## config.mk

```make
export PLATFORM = sky130hd
export DESIGN_NAME = bus_watchdog
export DESIGN_NICKNAME = d
export VERILOG_FILES = /design/src/rtl/bwd_pkg.sv /design/src/rtl/bwd_sync.sv /design/src/rtl/bwd_restart_det.sv /design/src/rtl/bwd_timer.sv /design/src/rtl/bus_watchdog.sv
export SDC_FILE = /design/constraint.sdc
export NUM_CORES = 1
export LEC_CHECK = 0
export BUFFER_PORTS_ARGS = -buffer_cell sky130_fd_sc_hd__clkbuf_2
export CAP_MARGIN = 20
export CORE_ASPECT_RATIO = 1.1
export CORE_MARGIN = 2
export CORE_UTILIZATION = 45
export CTS_BUF_LIST = sky130_fd_sc_hd__clkbuf_4 sky130_fd_sc_hd__clkbuf_8
export DETAILED_ROUTE_END_ITERATION = 6
export HOLD_SLACK_MARGIN = 0.02
export PLACE_DENSITY = 0.7
export SETUP_SLACK_MARGIN = 0.5
export SLEW_MARGIN = 20
export SYNTH_ARGS = -nofsm -noshare
export SYNTH_HDL_FRONTEND = slang
export SYNTH_HIERARCHICAL = 1
export SYNTH_SLANG_ARGS = --single-unit
```

## constraint.sdc

```tcl
create_clock -name clk -period 4.6 [get_ports clk]
set_clock_uncertainty 0.1 [all_clocks]
set_input_delay 0.92 -clock clk [delete_from_list [all_inputs] [get_ports clk]]
set_output_delay 0.92 -clock clk [all_outputs]
set_load 0.03 [all_outputs]
```

## src/rtl/bwd_pkg.sv

```systemverilog
package bwd_pkg;

    typedef enum logic [1:0] {
        WD_OFF  = 2'd0,
        WD_RUN  = 2'd1,
        WD_BARK = 2'd2
    } wd_state_e;

    localparam logic [1:0] SEL_LONG  = 2'b00;
    localparam logic [1:0] SEL_MID   = 2'b01;
    localparam logic [1:0] SEL_SHORT = 2'b10;
    localparam logic [1:0] SEL_OFF   = 2'b11;

endpackage

```

## src/rtl/bwd_sync.sv

```systemverilog
module bwd_sync #(
    parameter int WIDTH  = 2,
    parameter int STAGES = 2
) (
    input  logic             clk,
    input  logic             rst_n,
    input  logic [WIDTH-1:0] async_i,
    output logic [WIDTH-1:0] sync_o
);
    // Bus lines idle high, so every stage resets to one.
    logic [STAGES-1:0][WIDTH-1:0] stage_q;
    logic [STAGES-1:0][WIDTH-1:0] stage_d;

    always_comb begin
        stage_d[0] = async_i;
        for (int s = 1; s < STAGES; s++) begin
            stage_d[s] = stage_q[s-1];
        end
    end

    always_ff @(posedge clk or negedge rst_n) begin
        if (!rst_n) begin
            stage_q <= '1;
        end else begin
            stage_q <= stage_d;
        end
    end

    assign sync_o = stage_q[STAGES-1];

endmodule

```

## src/rtl/bwd_restart_det.sv

```systemverilog
module bwd_restart_det (
    input  logic clk,
    input  logic rst_n,
    input  logic scl_s,
    input  logic sda_s,
    output logic restart_o
);
    typedef struct packed {
        logic scl_prev;
        logic sda_prev;
        logic armed;
        logic restart;
    } det_t;

    det_t q, d;
    logic scl_high, start_seen, stop_seen;

    always_comb begin
        scl_high   = scl_s && q.scl_prev;
        start_seen = scl_high && q.sda_prev && !sda_s;
        stop_seen  = scl_high && !q.sda_prev && sda_s;

        d          = q;
        d.scl_prev = scl_s;
        d.sda_prev = sda_s;
        d.restart  = 1'b0;
        if (start_seen) begin
            d.armed = 1'b1;
        end else if (stop_seen && q.armed) begin
            d.armed   = 1'b0;
            d.restart = 1'b1;
        end
    end

    always_ff @(posedge clk or negedge rst_n) begin
        if (!rst_n) begin
            q <= '{scl_prev: 1'b1, sda_prev: 1'b1, armed: 1'b0, restart: 1'b0};
        end else begin
            q <= d;
        end
    end

    assign restart_o = q.restart;

    AST_RESTART_SINGLE: assert property (@(posedge clk) disable iff (!rst_n)
        restart_o |=> !restart_o);

    AST_RESTART_NEEDS_ARM: assert property (@(posedge clk) disable iff (!rst_n)
        restart_o |-> $past(q.armed));

endmodule

```

## src/rtl/bwd_timer.sv

```systemverilog
module bwd_timer
    import bwd_pkg::*;
#(
    parameter int LONG_TICKS  = 1400,
    parameter int MID_TICKS   = 200,
    parameter int SHORT_TICKS = 25
) (
    input  logic       clk,
    input  logic       rst_n,
    input  logic       tick_i,
    input  logic       restart_i,
    input  logic [1:0] sel_i,
    output logic       wdo_n_o,
    output logic       fault_o
);
    localparam int CW = $clog2(LONG_TICKS + 1);

    typedef struct packed {
        wd_state_e     state;
        logic [CW-1:0] cnt;
        logic [1:0]    sel;
        logic          fault;
    } tmr_t;

    tmr_t q, d;
    logic [CW-1:0] period, pulse;

    always_comb begin
        unique case (sel_i)
            SEL_LONG:  period = CW'(LONG_TICKS);
            SEL_MID:   period = CW'(MID_TICKS);
            SEL_SHORT: period = CW'(SHORT_TICKS);
            default:   period = '0;
        endcase
        pulse = (q.sel == SEL_SHORT) ? CW'(SHORT_TICKS) : CW'(MID_TICKS);

        d       = q;
        d.sel   = sel_i;
        d.fault = 1'b0;

        if (sel_i == SEL_OFF) begin
            d.state = WD_OFF;
            d.cnt   = '0;
        end else if (sel_i != q.sel) begin
            d.state = WD_RUN;
            d.cnt   = period;
        end else begin
            unique case (q.state)
                WD_RUN: begin
                    if (restart_i) begin
                        d.cnt = period;
                    end else if (tick_i) begin
                        if (q.cnt <= CW'(1)) begin
                            d.state = WD_BARK;
                            d.cnt   = pulse;
                            d.fault = 1'b1;
                        end else begin
                            d.cnt = q.cnt - CW'(1);
                        end
                    end
                end
                WD_BARK: begin
                    if (tick_i) begin
                        if (q.cnt <= CW'(1)) begin
                            d.state = WD_RUN;
                            d.cnt   = period;
                        end else begin
                            d.cnt = q.cnt - CW'(1);
                        end
                    end
                end
                default: begin
                    d.state = WD_RUN;
                    d.cnt   = period;
                end
            endcase
        end
    end

    always_ff @(posedge clk or negedge rst_n) begin
        if (!rst_n) begin
            q <= '{state: WD_OFF, cnt: '0, sel: SEL_OFF, fault: 1'b0};
        end else begin
            q <= d;
        end
    end

    assign wdo_n_o = (q.state != WD_BARK);
    assign fault_o = q.fault;

    AST_FAULT_ONE_CYCLE: assert property (@(posedge clk) disable iff (!rst_n)
        fault_o |=> !fault_o);

    AST_FAULT_AT_BARK: assert property (@(posedge clk) disable iff (!rst_n)
        $fell(wdo_n_o) |-> fault_o);

    AST_OFF_QUIET: assert property (@(posedge clk) disable iff (!rst_n)
        (sel_i == SEL_OFF) |=> (wdo_n_o && !fault_o && q.cnt == '0));

    AST_SEL_RELOAD: assert property (@(posedge clk) disable iff (!rst_n)
        (sel_i != q.sel && sel_i != SEL_OFF) |=> (wdo_n_o && q.cnt == $past(period)));

    AST_RESTART_WINS: assert property (@(posedge clk) disable iff (!rst_n)
        (restart_i && q.state == WD_RUN) |=> (wdo_n_o && !fault_o));

    AST_BARK_IGNORES_RESTART: assert property (@(posedge clk) disable iff (!rst_n)
        (q.state == WD_BARK && restart_i && !tick_i && sel_i == q.sel) |=> !wdo_n_o);

endmodule

```

## src/rtl/bus_watchdog.sv

```systemverilog
module bus_watchdog
    import bwd_pkg::*;
#(
    parameter int LONG_TICKS  = 1400,
    parameter int MID_TICKS   = 200,
    parameter int SHORT_TICKS = 25,
    parameter int SYNC_STAGES = 2
) (
    input  logic       clk,
    input  logic       rst_n,
    input  logic       scl_i,
    input  logic       sda_i,
    input  logic       tick_i,
    input  logic [1:0] period_sel_i,
    output logic       wdo_n_o,
    output logic       fault_o
);
    localparam int LINES = 2;

    logic [LINES-1:0] lines_s;
    logic             restart;

    bwd_sync #(
        .WIDTH  (LINES),
        .STAGES (SYNC_STAGES)
    ) i_sync (
        .clk     (clk),
        .rst_n   (rst_n),
        .async_i ({scl_i, sda_i}),
        .sync_o  (lines_s)
    );

    bwd_restart_det i_det (
        .clk       (clk),
        .rst_n     (rst_n),
        .scl_s     (lines_s[1]),
        .sda_s     (lines_s[0]),
        .restart_o (restart)
    );

    bwd_timer #(
        .LONG_TICKS  (LONG_TICKS),
        .MID_TICKS   (MID_TICKS),
        .SHORT_TICKS (SHORT_TICKS)
    ) i_timer (
        .clk       (clk),
        .rst_n     (rst_n),
        .tick_i    (tick_i),
        .restart_i (restart),
        .sel_i     (period_sel_i),
        .wdo_n_o   (wdo_n_o),
        .fault_o   (fault_o)
    );

    AST_RESET_IDLE: assert property (@(posedge clk)
        $rose(rst_n) |-> (wdo_n_o && !fault_o));

endmodule

```

==> flow_metrics.tcl <==
set metrics [dict create \
    rsz0062_at_grt "no" \
    ir_drop_mv 0.193 \
    start_util_pct 46.7 \
    final_core_util_pct 50.8 \
    drive_above_1_share_pct 13.9 \
    ys_seq_elements 24 \
    track_usage_pct 21.3 \
    synth_top_family_by_area "compound AO/OA/AOI/OAI gates" \
    period_minus_slack_ps 2540 \
    max_freq_ghz 0.394 \
    worstPathRequired_ps 4740 \
    postCtsSetupBuffers 0 \
    setup_viol 0 \
    cts_buffer_depth 2 \
    p_leak_nw 0.691 \
    dieArea_um2 3940 \
    path_delay_family "simple AND/OR/NAND/NOR gates" \
    crit_chain "clkbuf_2, or2_1, or4b_2, o221a_4, o2bb2ai_1, nor3_1" \
    cts-root-buf "clkbuf_4" \
    synth_compound_area_share_pct 25.6 \
    p_sw_w 0.000198 \
    holdBufCountCts 0 \
    grt_pass1_wl_um 6380 \
    vias 1411 \
    viasPerCell 6.19 \
    grt_max_degree 25 \
    critPathArrivalTime_ps 2680 \
    drv_slew 0 \
    ys_warn_count 6 \
    syn_to_final_growth_pct 8.85 \
    synth_fp_nets 184 \
    firstDrtPassIters 4 \
    synth-xor-area-share_pct 3.94 \
    power_density_nw_per_um2 347 \
    clock_latency_ps 310 \
    synth.area.mux_share_pct 0.644 \
    critPathLaunchType "primary input" \
    sequentialPowerShare_pct 44.7 \
    htree_levels 1 \
    synth_fa_ha_area_share_pct 4.67 \
    n_fill_cell 313 \
    drt_wl_total_um 3690 \
    critPathMaxFanout 14 \
    ys_seq_area_share_pct 39.3 \
    cpMaxStageDelayCell "or4b_2" \
    pin_count 9 \
    worstMarginPinSlew_ps 745 \
    cp-end-kind "flop" \
    tns_ps 0 \
    reg2regPathDepth 5 \
    netSwitchingFraction_pct 33.7 \
    cap_violations 0 \
    yosysUniqueCellTypes 49 \
    crit_buf_inv 1 \
    synth_edf_count 0 \
    slew_headroom_pct 50.0 \
    placementRows 22 \
    holdPathStages 0 \
    wl_per_cell_um 16.2 \
    antenna_found_initial 0 \
    cts_buffers 3 \
    dr.first_iter.drc_count 87 \
    route.detailed.drc 0 \
    die_w_um 60.1 \
    status "completed" \
    reg2reg_from "i_timer/q[6]$_DFFE_PN0P_" \
    yosys.area_share.simple_pct 23.0 \
    pwr-share-clk_pct 25.9 \
    clk_pin_slew_worst_paths_ps 140 \
    reg2reg_to "i_timer/q[3]$_DFFE_PN0P_" \
    place.gp.congestion 0.942 \
    syn_area_per_cell_um2 9.04 \
    crit_type "in2reg" \
    port_buffers 8 \
    first_global_vias 1379 \
    max_stage_delay_ps 640 \
    die_h_um 65.7 \
    hp-start "i_sync/stage_d[2]$_DFF_PN1_" \
    clkSinkCount 24 \
    core_area_um2 3330 \
    holdPathEnd "i_sync/sync_o[0]$_DFF_PN1_" \
    ant_nets 0 \
    pwr-share-comb_pct 29.4 \
    finalCritPeriodShare_pct 55.1 \
    antenna_cells 0 \
    internal-power_w 0.000390 \
    nets 193 \
    synthFlopType "dfrtp_1" \
    r2r_slack_ps 2140 \
    syn_area_um2 1560 \
    hp-class "reg2reg" \
    hpwl_um 2810 \
    overflow 0 \
    ctsResizeCount 0 \
    cts_tree "yes" \
    hold_violations 0 \
    ys_async_sr_fraction_pct 100 \
    syn_inst 172 \
    power_w 0.000588 \
]
==> layout make-up <==
cell class	count	area, um2	area share (%)
multi-input cells	136	900	53.1
flip-flops and latches	24	611	36.1
well taps	48	60.1	3.55
repair buffers	8	40.0	2.37
clock inverters	1	30.0	1.77
inverters	8	30.0	1.77
clock buffers	3	22.5	1.33
==> registers in the layout, indices dropped and copies added, names as in the netlist <==
name,flops
i_det/q,3
i_det/restart_o,1
i_sync/sync_o,2
i_timer/fault_o,1
i_timer/q,15
i_sync/stage_d,2
==> cell usage after synthesis (all sizes together) (2+ instances only) <==
cell / n / area share [%]
nand2: 20 / 4.8
dfrtp: 16 / 26
nor2: 13 / 3.1
o21ai: 13 / 4.2
nor3: 10 / 3.2
dfstp: 8 / 14
inv: 8 / 1.9
a21oi: 7 / 2.3
ha: 5 / 4.0
or3: 5 / 2.3
xor2: 5 / 2.8
clkbuf: 4 / 0.97
o211ai: 4 / 1.9
a211oi: 3 / 1.8
a21o: 3 / 1.4
a221o: 3 / 1.9
a22oi: 3 / 1.4
nor2b: 3 / 1.2
o2bb2ai: 3 / 1.7
a31oi: 2 / 0.80
and4: 2 / 1.1
nand3b: 2 / 0.97
nor3b: 2 / 0.97
nor4: 2 / 0.80
o211a: 2 / 1.3
o311ai: 2 / 1.1
xnor2: 2 / 1.1
==> kinds of logic (layout without fill, tap and decap cells) <==
kind of cell,Yosys count,count (layout)
muxes,1,1
xor gates and xnor gates,7,7
buffers and inverters,12,20
DFF,24,24
AOI/OAI and AO/OA,54,54
adders and majority gates,6,6
and+or+nand+nor,68,68
==> worst max-delay path by stage <==
stage / startpoint / endpoint / slack, ps / depth (start not counted)
3_3_place_gp: period_sel_i[1] / i_timer/q[11]$_DFFE_PN0P_ / 1830 / 6
4_1_cts: period_sel_i[1] / i_timer/q[11]$_DFFE_PN0P_ / 2110 / 6
6_report: period_sel_i[0] / i_timer/q[11]$_DFFE_PN0P_ / 2060 / 6
5_1_grt: period_sel_i[0] / i_timer/q[8]$_DFFE_PN0P_ / 1910 / 6
3_5_place_dp: period_sel_i[1] / i_timer/q[8]$_DFFE_PN0P_ / 1750 / 6
2_1_floorplan: period_sel_i[1] / i_timer/q[11]$_DFFE_PN0P_ / 2090 / 5
==> power by group through the flow <==
stage               registers [W]  clock network (W)  logic [W]
finish                   0.000263           0.000152   0.000173
global route             0.000268           0.000166   0.000191
CTS                      0.000262           0.000157   0.000171
detailed placement       0.000266                  0   0.000170
global placement         0.000264                  0   0.000165
floorplan                0.000258                  0   0.000129
==> per-layer routing <==
metal | global-route usage [%] | wire [um]
met1 | 28.8 | 1580
met2 | 32.6 | 1820
met4 | 10.3 | 94
met3 | 3.35 | 195
met5 | 0 | 0
==> per-stage QoR <==
stage / worst slack [ps] / area, um2 / hold slack [ps] / cells
4_1_cts: 2110 / 1690 / 270 / 228
6_report: 2060 / 1690 / 269 / 228
3_5_place_dp: 1750 / 1640 / 251 / 224
2_1_floorplan: 2090 / 1560 / 245 / 172
3_3_place_gp: 1830 / 1640 / 246 / 224
5_1_grt: 1910 / 1690 / 274 / 228
==> cells in the final DEF, fill, tap and decap left out, types with 5 or more instances in the layout <==
master,count
nand2_1,20
dfrtp_1,16
nor2_1,13
o21ai_0,13
nor3_1,10
inv_1,8
dfstp_2,8
clkbuf_2,8
a21oi_1,7
xor2_1,5
ha_1,5
Power figures use the tool's default switching activity.
